<file path="src/rtl/wdog_duo_pkg.sv">
package wdog_duo_pkg;

    localparam int WORD_W   = 32;
    localparam int CNT_W    = 15;
    localparam int SET_LSB  = 16;
    localparam int CTRL_BIT = 31;
    localparam int NUM_TMR  = 2;

    typedef enum logic [1:0] {
        ST_IDLE,
        ST_COUNT,
        ST_FIRE,
        ST_HOLD
    } wd_state_e;

endpackage

</file>
<file path="src/rtl/wdog_duo_unit.sv">
module wdog_duo_unit
    import wdog_duo_pkg::*;
#(
    parameter int CW       = CNT_W,
    parameter bit NEEDS_EN = 1'b0
) (
    input  logic          clk,
    input  logic          rst_n,
    input  logic          tick,
    input  logic          load,
    input  logic          load_ctrl,
    input  logic [CW-1:0] load_set,
    output logic          ctrl_q,
    output logic [CW-1:0] set_q,
    output logic [CW-1:0] cnt_q,
    output logic          fire,
    output logic          expired
);

    wd_state_e     state_q, state_d;
    logic          arm_ok;
    logic [CW-1:0] cnt_inc;

    assign cnt_inc = cnt_q + CW'(1);

    generate
        if (NEEDS_EN) begin : g_gated
            assign arm_ok = (load_set != '0) && load_ctrl;
        end else begin : g_free
            assign arm_ok = (load_set != '0);
        end
    endgenerate

    always_comb begin
        state_d = state_q;
        if (load) begin
            state_d = arm_ok ? ST_COUNT : ST_IDLE;
        end else begin
            unique case (state_q)
                ST_IDLE:  state_d = ST_IDLE;
                ST_COUNT: if (tick && (cnt_inc == set_q)) state_d = ST_FIRE;
                ST_FIRE:  state_d = ST_HOLD;
                ST_HOLD:  state_d = ST_HOLD;
                default:  state_d = ST_IDLE;
            endcase
        end
    end

    always_ff @(posedge clk or negedge rst_n) begin
        if (!rst_n) begin
            state_q <= ST_IDLE;
            ctrl_q  <= 1'b0;
            set_q   <= '0;
            cnt_q   <= '0;
        end else begin
            state_q <= state_d;
            if (load) begin
                ctrl_q <= load_ctrl;
                set_q  <= load_set;
                cnt_q  <= '0;
            end else if (state_q == ST_COUNT && tick) begin
                cnt_q <= cnt_inc;
            end
        end
    end

    always_comb begin
        fire    = 1'b0;
        expired = 1'b0;
        unique case (state_q)
            ST_IDLE:  ;
            ST_COUNT: ;
            ST_FIRE:  begin fire = 1'b1; expired = 1'b1; end
            ST_HOLD:  expired = 1'b1;
            default:  ;
        endcase
    end

endmodule

</file>
<file path="src/rtl/wdog_duo_regif.sv">
module wdog_duo_regif
    import wdog_duo_pkg::*;
#(
    parameter int ADDR_W = 3,
    parameter int NUM    = NUM_TMR,
    parameter int CW     = CNT_W
) (
    input  logic              bus_sel,
    input  logic              bus_we,
    input  logic [ADDR_W-1:0] bus_addr,
    input  logic              ctrl_q  [NUM],
    input  logic [CW-1:0]     set_q   [NUM],
    input  logic [CW-1:0]     cnt_q   [NUM],
    output logic              wr_hit  [NUM],
    output logic [WORD_W-1:0] rdata
);

    localparam int IDX_W = (NUM > 1) ? $clog2(NUM) : 1;

    logic [IDX_W-1:0] idx;
    assign idx = bus_addr[2 +: IDX_W];

    generate
        for (genvar i = 0; i < NUM; i++) begin : g_hit
            assign wr_hit[i] = bus_sel && bus_we && (idx == IDX_W'(i));
        end
    endgenerate

    always_comb begin
        rdata = '0;
        for (int i = 0; i < NUM; i++) begin
            if (idx == IDX_W'(i)) begin
                rdata[CTRL_BIT]              = ctrl_q[i];
                rdata[SET_LSB +: CW]         = set_q[i];
                rdata[CW-1:0]                = cnt_q[i];
            end
        end
    end

endmodule

</file>
<file path="src/rtl/wdog_duo.sv">
module wdog_duo
    import wdog_duo_pkg::*;
#(
    parameter int ADDR_W = 3
) (
    input  logic              clk,
    input  logic              rst_n,
    input  logic              tick_10ms,
    input  logic              bus_sel,
    input  logic              bus_we,
    input  logic [ADDR_W-1:0] bus_addr,
    input  logic [31:0]       bus_wdata,
    output logic [31:0]       bus_rdata,
    output logic              rst_req,
    output logic              prot_flag
);

    logic             ctrl_q  [NUM_TMR];
    logic [CNT_W-1:0] set_q   [NUM_TMR];
    logic [CNT_W-1:0] cnt_q   [NUM_TMR];
    logic             wr_hit  [NUM_TMR];
    logic             fire    [NUM_TMR];
    logic             expired [NUM_TMR];

    wdog_duo_regif #(.ADDR_W(ADDR_W), .NUM(NUM_TMR), .CW(CNT_W)) u_regif (
        .bus_sel  (bus_sel),
        .bus_we   (bus_we),
        .bus_addr (bus_addr),
        .ctrl_q   (ctrl_q),
        .set_q    (set_q),
        .cnt_q    (cnt_q),
        .wr_hit   (wr_hit),
        .rdata    (bus_rdata)
    );

    generate
        for (genvar i = 0; i < NUM_TMR; i++) begin : g_tmr
            wdog_duo_unit #(.CW(CNT_W), .NEEDS_EN(i == 1)) u_unit (
                .clk       (clk),
                .rst_n     (rst_n),
                .tick      (tick_10ms),
                .load      (wr_hit[i]),
                .load_ctrl (bus_wdata[CTRL_BIT]),
                .load_set  (bus_wdata[SET_LSB +: CNT_W]),
                .ctrl_q    (ctrl_q[i]),
                .set_q     (set_q[i]),
                .cnt_q     (cnt_q[i]),
                .fire      (fire[i]),
                .expired   (expired[i])
            );
        end
    endgenerate

    assign rst_req   = fire[0] && ctrl_q[0];
    assign prot_flag = expired[1];

endmodule

</file>
<file path="config.mk">
export PLATFORM = sky130hd
export DESIGN_NAME = wdog_duo
export DESIGN_NICKNAME = d
export VERILOG_FILES = /design/src/rtl/wdog_duo_pkg.sv /design/src/rtl/wdog_duo_unit.sv /design/src/rtl/wdog_duo_regif.sv /design/src/rtl/wdog_duo.sv
export SDC_FILE = /design/constraint.sdc
export NUM_CORES = 1
export LEC_CHECK = 0
export BUFFER_PORTS_ARGS = -buffer_cell sky130_fd_sc_hd__buf_4
export CAP_MARGIN = 15
export CORE_ASPECT_RATIO = 1.4
export CORE_MARGIN = 5
export CORE_UTILIZATION = 51
export DETAILED_ROUTE_END_ITERATION = 10
export MAX_ROUTING_LAYER = met4
export PLACE_DENSITY = 0.77
export SLEW_MARGIN = 20
export SYNTH_ARGS = -nofsm -noshare
export SYNTH_HDL_FRONTEND = slang
export SYNTH_SLANG_ARGS = --single-unit
</file>
<file path="constraint.sdc">
create_clock -name clk -period 1.9 [get_ports clk]
set_clock_uncertainty 0.05 [all_clocks]
set_input_delay 0.19 -clock clk [delete_from_list [all_inputs] [get_ports clk]]
set_output_delay 0.19 -clock clk [all_outputs]
set_load 0.02 [all_outputs]
</file>
==> results.toml, run 1 <==
[power]
swShare_pct = 33.8
total_power_w = 0.00523
power-per-cell-area_nw_per_um2 = 912
p_comb_share_pct = 34.8
internal_power_w = 0.00346
switching_power_w = 0.00177
power_frac_seq_pct = 35.7
ir_drop_mv = 0.538
leakage_nw = 2.65
p_clk_share_pct = 29.5

[grt]
grt_pass1_vias = 4086
grt_pass1_wl_um = 20400
antenna_found_initial = 0
grt_max_degree = 42
overflow = 0
grt.total_usage_pct = 27.3

[cts]
insertion_delay_ps = 340
numCtsBuffers = 9
cts_tree = "yes"
clk_path_buf_depth = 2
cts_root_buf = "clkbuf_16"
cts_sinks = 66
cts.clk_slew.worst_paths_ps = 50
cts-htree-levels = 3

[sta]
hold_viol_final = 0
setup_slack_ps = -239
slew_headroom_pct = 66.5
whs_ps = 15.0
setup_viol = 4
tightest_slew_ps = 503
slew_violations = 0
finalCritPeriodShare_pct = 113
grt_setup_unrepaired = "yes"
timing.fmax_ghz = 0.468
min_period_ps = 2140

[logic_synthesis]
synth.cell_area_um2 = 4190
ys_seq_elements = 66
yosysSeqAreaShare_pct = 39.4
synth_edf_count = 0
synth_cell_types = 50
synth_warnings = 0
syn_nets = 501
ys_async_sr_fraction_pct = 100
synth_cells = 459
synthFlopType = "dfrtp_1"
avgSynthCellArea_um2 = 9.14

[hold_path]
hold_class = "in2reg"

[drt]
dr_total_vias = 4006
first_pass_iters = 5
drc = 0
vias_per_cell = 5.86
drt_iter0_drc = 340
postRouteWirelength_um = 13100
wl_per_cell_um = 19.2
antenna_left = 0

[layout]
final_util_pct = 70.8
layout.nets = 620
syn_to_final_growth_pct = 36.8
drive_above_1_share_pct = 43.1
diodes = 0

[worst_setup_path]
rr_endpoint = "g_tmr[1].u_unit.state_q[0]$_DFFE_PN0P_"
r2r-start = "g_tmr[1].u_unit.cnt_q[0]$_DFFE_PN0P_"
slowest_delay_ps = 400
cp-startpoint = "g_tmr[1].u_unit.cnt_q[0]$_DFFE_PN0P_"
cp_slowest_cell = "dfrtp_2"
r2r_setup_slack_ps = -240
critical_path_required_ps = 2060
start_kind = "register"
critPathCapture = "g_tmr[1].u_unit.state_q[0]$_DFFE_PN0P_"
critPathKind = "reg2reg"
cp_max_fo = 4
crit_chain = "ha_4 > nand3_2 > nor3_2 > mux2i_1 > o2111ai_2 > a211oi_2 > and3b_2 > a211oi_1"
end_kind = "register"
ff2ff_path_depth = 8
critPathArrivalTime_ps = 2300

[placed_design]
gp_congestion = 0.940
numPortBuffers = 54
dpl.hpwl_um = 9170

[floorplan]
start_util_pct = 51.8
fp.dieW_um = 86.6
pin_count = 74
rows = 39
die_h_um = 117
core_um2 = 8100
die-area_um2 = 10200

[run]
maxCapViolations = 0

[status]
violations = "negative setup slack"
status = "finished, violations left"
==> per-stage QoR <==
step / setup WS, ps / cells / instance area (um2) / setup TNS (ps)
global placement: -145 / 655 / 5140 / -457
finish: -239 / 684 / 5740 / -660
floorplan: -11.8 / 459 / 4230 / -16.3
CTS: -159 / 679 / 5610 / -358
global route: -306 / 684 / 5740 / -1070
detailed placement: -179 / 655 / 5140 / -687
==> sequential cells by signal, indices dropped and copies added (netlist names) <==
register / flops
g_tmr.u_unit.cnt_q: 30
g_tmr.u_unit.ctrl_q: 2
g_tmr.u_unit.set_q: 30
g_tmr.u_unit.state_q: 4
==> power groups by stage <==
stage / Sequential [W] / Clock, W / Combinational, W
finish: 0.00187 / 0.00154 / 0.00182
global route: 0.00189 / 0.00160 / 0.00194
CTS: 0.00185 / 0.00155 / 0.00172
detailed placement: 0.00185 / 0 / 0.00154
global placement: 0.00183 / 0 / 0.00150
floorplan: 0.00179 / 0 / 0.000958
==> worst min path at each step <==
stage,startpoint,endpoint,slack (ps),cells past startpoint
floorplan,rst_n,g_tmr[0].u_unit.cnt_q[0]$_DFFE_PN0P_,-160,0
global placement,rst_n,g_tmr[0].u_unit.ctrl_q$_DFFE_PN0P_,80,1
detailed placement,rst_n,g_tmr[1].u_unit.ctrl_q$_DFFE_PN0P_,80,1
CTS,bus_wdata[16],g_tmr[1].u_unit.set_q[0]$_DFFE_PN0P_,9,3
global route,bus_wdata[26],g_tmr[1].u_unit.set_q[10]$_DFFE_PN0P_,30,3
finish,bus_wdata[16],g_tmr[1].u_unit.set_q[0]$_DFFE_PN0P_,20,3
==> logic make-up (layout without fill, tap and decap cells) <==
family / Yosys count / after routing / share of synthesized area (%)
multiplexers: 54 / 54 / 14.3
XOR/XNOR: 51 / 51 / 10.7
AO/OA/AOI/OAI: 57 / 57 / 7.88
flip-flops: 66 / 66 / 39.4
other: 1 / 1 / 0.0894
adder cells (fa/ha/maj): 2 / 2 / 0.597
AND/OR/NAND/NOR: 190 / 190 / 22.3
buffers and inverters: 38 / 161 / 4.74
==> per-layer routing <==
layer	global-route usage [%]	vias to the layer above	part of all wire (%)	routed length, um
li1	-	1834	-	-
met1	30.7	1940	37	4910
met2	46.4	175	53	6970
met3	2.66	57	4.3	562
met4	17.2	0	5.2	689
met5	-	-	0	0
==> cells in the mapped netlist, types with 2 or more instances <==
| cell type | count | area, um2 |
|---|---|---|
| nand2_1 | 71 | 267 |
| dfrtp_1 | 66 | 1650 |
| mux2_2 | 48 | 541 |
| nor2_1 | 32 | 120 |
| xnor2_1 | 29 | 254 |
| o21ai_0 | 23 | 115 |
| xor2_1 | 22 | 193 |
| a21oi_1 | 18 | 90.1 |
| nand3_1 | 17 | 85.1 |
| nor3_1 | 14 | 70.1 |
| or3_1 | 14 | 87.6 |
| clkbuf_1 | 13 | 48.8 |
| buf_2 | 11 | 55.1 |
| nor4_1 | 8 | 50.1 |
| nand4_1 | 7 | 43.8 |
| and3_1 | 6 | 37.5 |
| inv_1 | 6 | 22.5 |
| mux2i_1 | 6 | 60.1 |
| a211oi_1 | 3 | 22.5 |
| nand2b_1 | 3 | 18.8 |
| a22o_1 | 2 | 17.5 |
| a31oi_1 | 2 | 12.5 |
| and3b_1 | 2 | 17.5 |
| buf_1 | 2 | 7.51 |
| buf_4 | 2 | 15.0 |
| buf_6 | 2 | 22.5 |
| clkbuf_8 | 2 | 27.5 |
| ha_1 | 2 | 25.0 |
| nand4b_1 | 2 | 17.5 |
| nor3b_1 | 2 | 15.0 |
| o2111ai_1 | 2 | 17.5 |
| o22ai_1 | 2 | 12.5 |
==> placed cells by master, fill, tap and decap left out, drive strengths merged, types with 9 or more instances in the layout <==
master  instances
o21ai          24
nand2          72
clkbuf         12
or3            15
dfrtp          66
nor3           15
nand3          17
buf           139
nor2           32
a21oi          19
nor4            9
mux2           48
xnor2          29
xor2           22
==> repair_timing <==
item / CTS / global route
gates resized for setup: 28 / 23
buffers inserted: 8 / 5
hold endpoints to repair: 25 / 0
hold buffers: 1 / 0
setup endpoints to repair: 7 / 8
pin swaps: 20 / 18
==> worst max-delay path, delay by kind of cell, from the launching register on <==
family | cells | cell delay (ps)
fa+ha+maj | 1 | 170
compound gates | 3 | 490
simple gates | 3 | 600
flops | 1 | 400
mux | 1 | 300
==> final cells by class <==
type                            count  area (um2)
Clock buffer                       12         256
Clock inverter                      3        15.0
Fill cell                         584        2360
Inverter                            6        22.5
Multi-Input combinational cell    355        2580
Sequential cell                    66        1660
Tap cell                          102         128
Timing Repair Buffer              140        1070
(Power assumes the default switching activity.)
==> run 2, diff against run 1 <==
- CORE_UTILIZATION: 51 -> 57
- CTS_CLUSTER_DIAMETER: not set -> 60
- PLACE_DENSITY: 0.77 -> 0.81
- clock period: 1.9 -> 2.1 ns (I/O delays scaled with it)
==> run 2 against run 1 <==
The flow now finishes without violations. Count of clock-buffer cells in the layout up 1. Combinational power fell by 21%. Global-route usage rose by 0.40 points. Worst setup slack better by 240 ps. Wire length down 8.3%. Critical path type unchanged. Cell count down 4.7%. Critical endpoint unchanged. Die area shrank 9.5%. Highest routed layer unchanged. Utilization is 1.9 points higher. Non-clock buffer count fell by 28. Design area decreased by 7.9%. Via count fell by 3.5%.
==> results.toml, run 2 (same netlist as run 1, synthesis figures left out) <==
[drt]
first_pass_iters = 4
drc = 0
drt_iter0_drc = 257
postRouteWirelength_um = 12000
vias_per_cell = 5.93
dr_total_vias = 3864
wl_per_cell_um = 18.5
antenna_left = 0

[floorplan]
die-area_um2 = 9200
rows = 37
start_util_pct = 57.7
die_h_um = 111
core_um2 = 7270
fp.dieW_um = 82.5
pin_count = 74

[power]
switching_power_w = 0.00141
power-per-cell-area_nw_per_um2 = 762
p_comb_share_pct = 35.8
ir_drop_mv = 0.571
leakage_nw = 2.39
power_frac_seq_pct = 40.8
p_clk_share_pct = 23.4
internal_power_w = 0.00262
swShare_pct = 34.9

[sta]
slew_headroom_pct = 43.5
setup_slack_ps = 5.02
finalCritPeriodShare_pct = 99.8
slew_violations = 0
tightest_slew_ps = 848
hold_viol_final = 0
timing.fmax_ghz = 0.477
min_period_ps = 2090
setup_viol = 0
grt_setup_unrepaired = "yes"

[worst_setup_path]
crit_chain = "nand4_1 > nor3_2 > or4_1 > a22o_1 > a211oi_2 > and3b_2 > a211oi_2"
rr_endpoint = "g_tmr[1].u_unit.state_q[0]$_DFFE_PN0P_"
cp_max_fo = 4
r2r_setup_slack_ps = 5
cp_slowest_cell = "or4_1"
critical_path_required_ps = 2270
critPathTopFamily = "simple AND/OR/NAND/NOR gates"
slowest_delay_ps = 490
path_buf_inv = 0
start_kind = "register"
critPathArrivalTime_ps = 2260
ff2ff_path_depth = 7
critPathKind = "reg2reg"
r2r-start = "g_tmr[1].u_unit.cnt_q[4]$_DFFE_PN0P_"
path_common_cell = "a211oi_2"
end_kind = "register"

[placed_design]
dpl.hpwl_um = 8610
numPortBuffers = 54
gp_congestion = 0.973
place_ws_ps = -141
dp_cells = 626

[hold_path]
whs_path_depth = 3
min_from = "bus_wdata[27]"
hold_class = "in2reg"
worstHoldEndpoint = "g_tmr[1].u_unit.set_q[11]$_DFFE_PN0P_"

[layout]
layout.nets = 592
final_common_cell = "buf_4"
layout_common_cells = "109 x buf_4, 71 x nand2_1, 61 x dfrtp_1, 48 x mux2_2, 31 x nor2_1"
drive_above_1_share_pct = 36.9
diodes = 0
largestRegisters = "g_tmr.u_unit.cnt_q (30), g_tmr.u_unit.set_q (30), g_tmr.u_unit.state_q (4)"
syn_to_final_growth_pct = 26.0
multi_input_area_um2 = 2460
area.sequential_um2 = 1660
fill_cells = 536
final-instance-count-excl-fill = 652

[status]
status = "completed"

[cts]
clk_path_buf_depth = 2
cts-htree-levels = 3
cts.clk_slew.worst_paths_ps = 70
cts_tree = "yes"
cts_root_buf = "clkbuf_8"
numCtsBuffers = 9
insertion_delay_ps = 340
cts_sinks = 66

[grt]
grt_pass1_wl_um = 19200
grt.total_usage_pct = 27.7
grt_max_degree = 67
overflow = 0
grt_pass1_vias = 3881
antenna_found_initial = 0

[run]
maxCapViolations = 0
run 2: cell types whose count changed in the layout (fill, tap and decap cells not counted), moves of 3 or more:
| cell | change |
|---|---|
| clkbuf_8 | +8 |
| clkbuf_16 | -9 |
| o21ai_0 | +3 |
| nand3_1 | +4 |
| nand3_4 | -3 |
| buf_4 | -27 |
run 2: worst register-to-register path, stage by stage (launching register included):
cell and delay [ps]:
dfrtp_1 420, nand4_1 160, nor3_2 90, or4_1 490
a22o_1 250, a211oi_2 190, and3b_2 250, a211oi_2 70
run 2: through the flow:
step | hold WS [ps] | total power (W) | instance area, um2 | TNS (ps) | utilization [%]
floorplan | -136 | 0.00246 | 4190 | 0 | -
global placement | 312 | 0.00296 | 4920 | -8.83 | 67.7
global route | 32.4 | 0.00423 | 5280 | -105 | 72.7
CTS | 21.1 | 0.00398 | 5150 | 0 | 70.9
finish | 34.1 | 0.00402 | 5280 | 0 | 72.7
detailed placement | 317 | 0.00301 | 4920 | -411 | 67.7
run 2: routing by layer:
| metal | up-vias | share of wire [%] | GRT usage (%) |
|---|---|---|---|
| met4 | 0 | 4.8 | 14.2 |
| li1 | 1767 | - | - |
| met3 | 48 | 4.9 | 4.29 |
| met1 | 1901 | 38 | 33.3 |
| met5 | - | 0 | - |
| met2 | 148 | 52 | 44.2 |
run 2: power by group through the flow:
stage / clock network (W) / logic [W] / registers (W)
floorplan: 0 / 0.000848 / 0.00161
global placement: 0 / 0.00133 / 0.00164
detailed placement: 0 / 0.00135 / 0.00166
CTS: 0.000951 / 0.00140 / 0.00163
global route: 0.00100 / 0.00157 / 0.00166
finish: 0.000941 / 0.00144 / 0.00164
run 2: worst max path at each step:
stage,startpoint,end,cells after the start
6_report,g_tmr[1].u_unit.cnt_q[4]$_DFFE_PN0P_,g_tmr[1].u_unit.state_q[0]$_DFFE_PN0P_,7
5_1_grt,g_tmr[1].u_unit.cnt_q[0]$_DFFE_PN0P_,g_tmr[1].u_unit.state_q[0]$_DFFE_PN0P_,9
4_1_cts,g_tmr[1].u_unit.cnt_q[8]$_DFFE_PN0P_,g_tmr[1].u_unit.state_q[0]$_DFFE_PN0P_,8
3_5_place_dp,g_tmr[0].u_unit.cnt_q[0]$_DFFE_PN0P_,g_tmr[0].u_unit.state_q[0]$_DFFE_PN0P_,9
3_3_place_gp,g_tmr[1].u_unit.cnt_q[0]$_DFFE_PN0P_,g_tmr[1].u_unit.state_q[0]$_DFFE_PN0P_,9
2_1_floorplan,g_tmr[0].u_unit.cnt_q[0]$_DFFE_PN0P_,g_tmr[0].u_unit.state_q[0]$_DFFE_PN0P_,8
run 2: area by class of cell:
class / instances / area share, %
timing repair buffer: 112 / 16.3
sequential: 66 / 31.4
clock inverter: 3 / 0.284
inverter: 6 / 0.426
clock buffer: 13 / 2.82
multi-input combinational: 355 / 46.5
tap: 97 / 2.30
run 2: what timing repair did:
action / CTS / global route
endpoints found under the setup margin: 5 / 7
pin swaps: 4 / 13
buffers inserted: 4 / 5
hold buffers: 1 / 0
resized for setup: 9 / 18
endpoints found under the hold margin: 66 / 0
==> run 3, diff against run 2 <==
- RECOVER_POWER: not set -> 100
==> run 3 against run 2 <==
Combinational power decreased by 5%. Worst setup slack worse by 2.4 ps. Highest routed layer unchanged. Register-to-register slack hardly changed. Largest cell class unchanged. Critical endpoint unchanged.
==> results.toml, run 3 (same netlist as run 1, synthesis figures left out) <==
[status]
status = "completed"

[drt]
drt_iter0_drc = 253
first_pass_iters = 4
drc = 0
vias_per_cell = 5.93
dr_total_vias = 3865
antenna_left = 0
postRouteWirelength_um = 12000
wl_per_cell_um = 18.4

[sta]
grt_setup_unrepaired = "yes"
timing.fmax_ghz = 0.477
min_period_ps = 2100
hold_viol_final = 0
finalCritPeriodShare_pct = 99.9
whs_ps = 33.6
slew_headroom_pct = 39.4
tightest_slew_ps = 909
setup_viol = 0
slew_violations = 0

[grt]
grt.total_usage_pct = 27.7
grtUsageMet1_pct = 33.3
grt_util_met3_pct = 4.29
busiest_layer = "met2"
grt_max_degree = 67
overflow = 0
grt_pass1_vias = 3881
antenna_found_initial = 0
use_met2_pct = 44.2
grt_pass1_wl_um = 19200

[cts]
cts_root_buf = "clkbuf_8"
cts_sinks = 66
clk_path_buf_depth = 2
insertion_delay_ps = 340
cts_tree = "yes"
numCtsBuffers = 9
cts.clk_slew.worst_paths_ps = 70
cts-htree-levels = 3

[layout]
final-instance-count-excl-fill = 652
syn_to_final_growth_pct = 23.2
final_util_pct = 71.1
largestRegisters = "g_tmr.u_unit.cnt_q (30), g_tmr.u_unit.set_q (30), g_tmr.u_unit.state_q (4)"
final_common_cell = "buf_4"
fin_area_um2 = 5160
diodes = 0
layout_common_cells = "80 x buf_4, 71 x nand2_1, 61 x dfrtp_1, 39 x mux2_2, 32 x nor2_1"
layout.nets = 592
fill_cells = 563
drive_above_1_share_pct = 30.3

[floorplan]
die-area_um2 = 9200
start_util_pct = 57.7
die_h_um = 111
fp.dieW_um = 82.5
core_um2 = 7270
rows = 37
pin_count = 74

[power]
power-per-cell-area_nw_per_um2 = 765
total_power_w = 0.00395
leakage_nw = 2.28
ir_drop_mv = 0.583

[worst_setup_path]
end_kind = "register"
critPathKind = "reg2reg"
cp_max_fo = 4
critical_path_required_ps = 2270
crit_chain = "nand4_1 > nor3_2 > or4_1 > a22o_1 > a211oi_2 > and3b_2 > a211oi_2"
r2r_setup_slack_ps = 3
cp-startpoint = "g_tmr[1].u_unit.cnt_q[4]$_DFFE_PN0P_"
r2r-start = "g_tmr[1].u_unit.cnt_q[4]$_DFFE_PN0P_"
critPathArrivalTime_ps = 2260
ff2ff_path_depth = 7
path_common_cell = "a211oi_2"
start_kind = "register"
slowest_delay_ps = 490
rr_endpoint = "g_tmr[1].u_unit.state_q[0]$_DFFE_PN0P_"
cp_slowest_cell = "or4_1"

[hold_path]
whs_path_depth = 3
worstHoldEndpoint = "g_tmr[1].u_unit.set_q[11]$_DFFE_PN0P_"
hold_class = "in2reg"
min_from = "bus_wdata[27]"

[placed_design]
dpl.hpwl_um = 8610
gp_congestion = 0.973
numPortBuffers = 54
postPlaceCellArea_um2 = 4920
dp_cells = 626

[run]
maxCapViolations = 0
==> run 3: changes by cell type in the layout (fill, tap and decap cells not counted), sizes merged <==
cell / change
clkbuf: +30
buf: -30
==> run 3: through the flow <==
stage | setup TNS, ps | setup slack, ps
2_1_floorplan | 0 | 90.7
3_3_place_gp | -8.83 | -8.83
3_5_place_dp | -411 | -141
4_1_cts | 0 | 1.54
5_1_grt | -132 | -61.1
6_report | 0 | 2.65
==> run 3: worst max path at each step <==
stage | depth (start not counted) | to | slack (ps)
after global routing | 9 | g_tmr[1].u_unit.state_q[0]$_DFFE_PN0P_ | -60
after global placement | 9 | g_tmr[1].u_unit.state_q[0]$_DFFE_PN0P_ | -9
after CTS | 8 | g_tmr[1].u_unit.state_q[0]$_DFFE_PN0P_ | 2
after detailed placement | 9 | g_tmr[0].u_unit.state_q[0]$_DFFE_PN0P_ | -140
final | 7 | g_tmr[1].u_unit.state_q[0]$_DFFE_PN0P_ | 3
after floorplan | 8 | g_tmr[0].u_unit.state_q[0]$_DFFE_PN0P_ | 90
==> run 3: power breakdown <==
group | total, W | switching (W) | internal (W)
Combinational | 0.00137 | 0.000726 | 0.000646
Sequential | 0.00164 | 0.000194 | 0.00145
Clock | 0.000939 | 0.000482 | 0.000457
Total | 0.00395 | 0.00140 | 0.00255
==> run 3: area by class of cell <==
| type | instances | area [um2] | area share [%] |
|---|---|---|---|
| well taps | 97 | 121 | 2.35 |
| inverters | 6 | 22.5 | 0.436 |
| flip-flops and latches | 66 | 1660 | 32.1 |
| multi-input cells | 355 | 2460 | 47.6 |
| clock inverters | 3 | 15.0 | 0.291 |
| clock buffers | 13 | 149 | 2.88 |
| repair buffers | 112 | 743 | 14.4 |
==> run 3: metal layers <==
layer	vias to the layer above	wire length, um
met4	0	556
met1	1912	4610
li1	1767	-
met2	142	6240
met5	-	0
met3	44	582
==> run 3: what timing repair did <==
item | in CTS | in global routing
gates resized for setup | 9 | 18
buffers inserted | 4 | 5
setup endpoints to repair | 5 | 7
cloned | 0 | 0
pin swaps | 4 | 13
hold buffers | 1 | 0
hold endpoints to repair | 66 | 0
==> run 3: worst max-delay path, delay by kind of cell (launching register included) <==
kind,cells,cell delay (ps)
simple gates,4,990
compound gates,3,510
flops,1,420
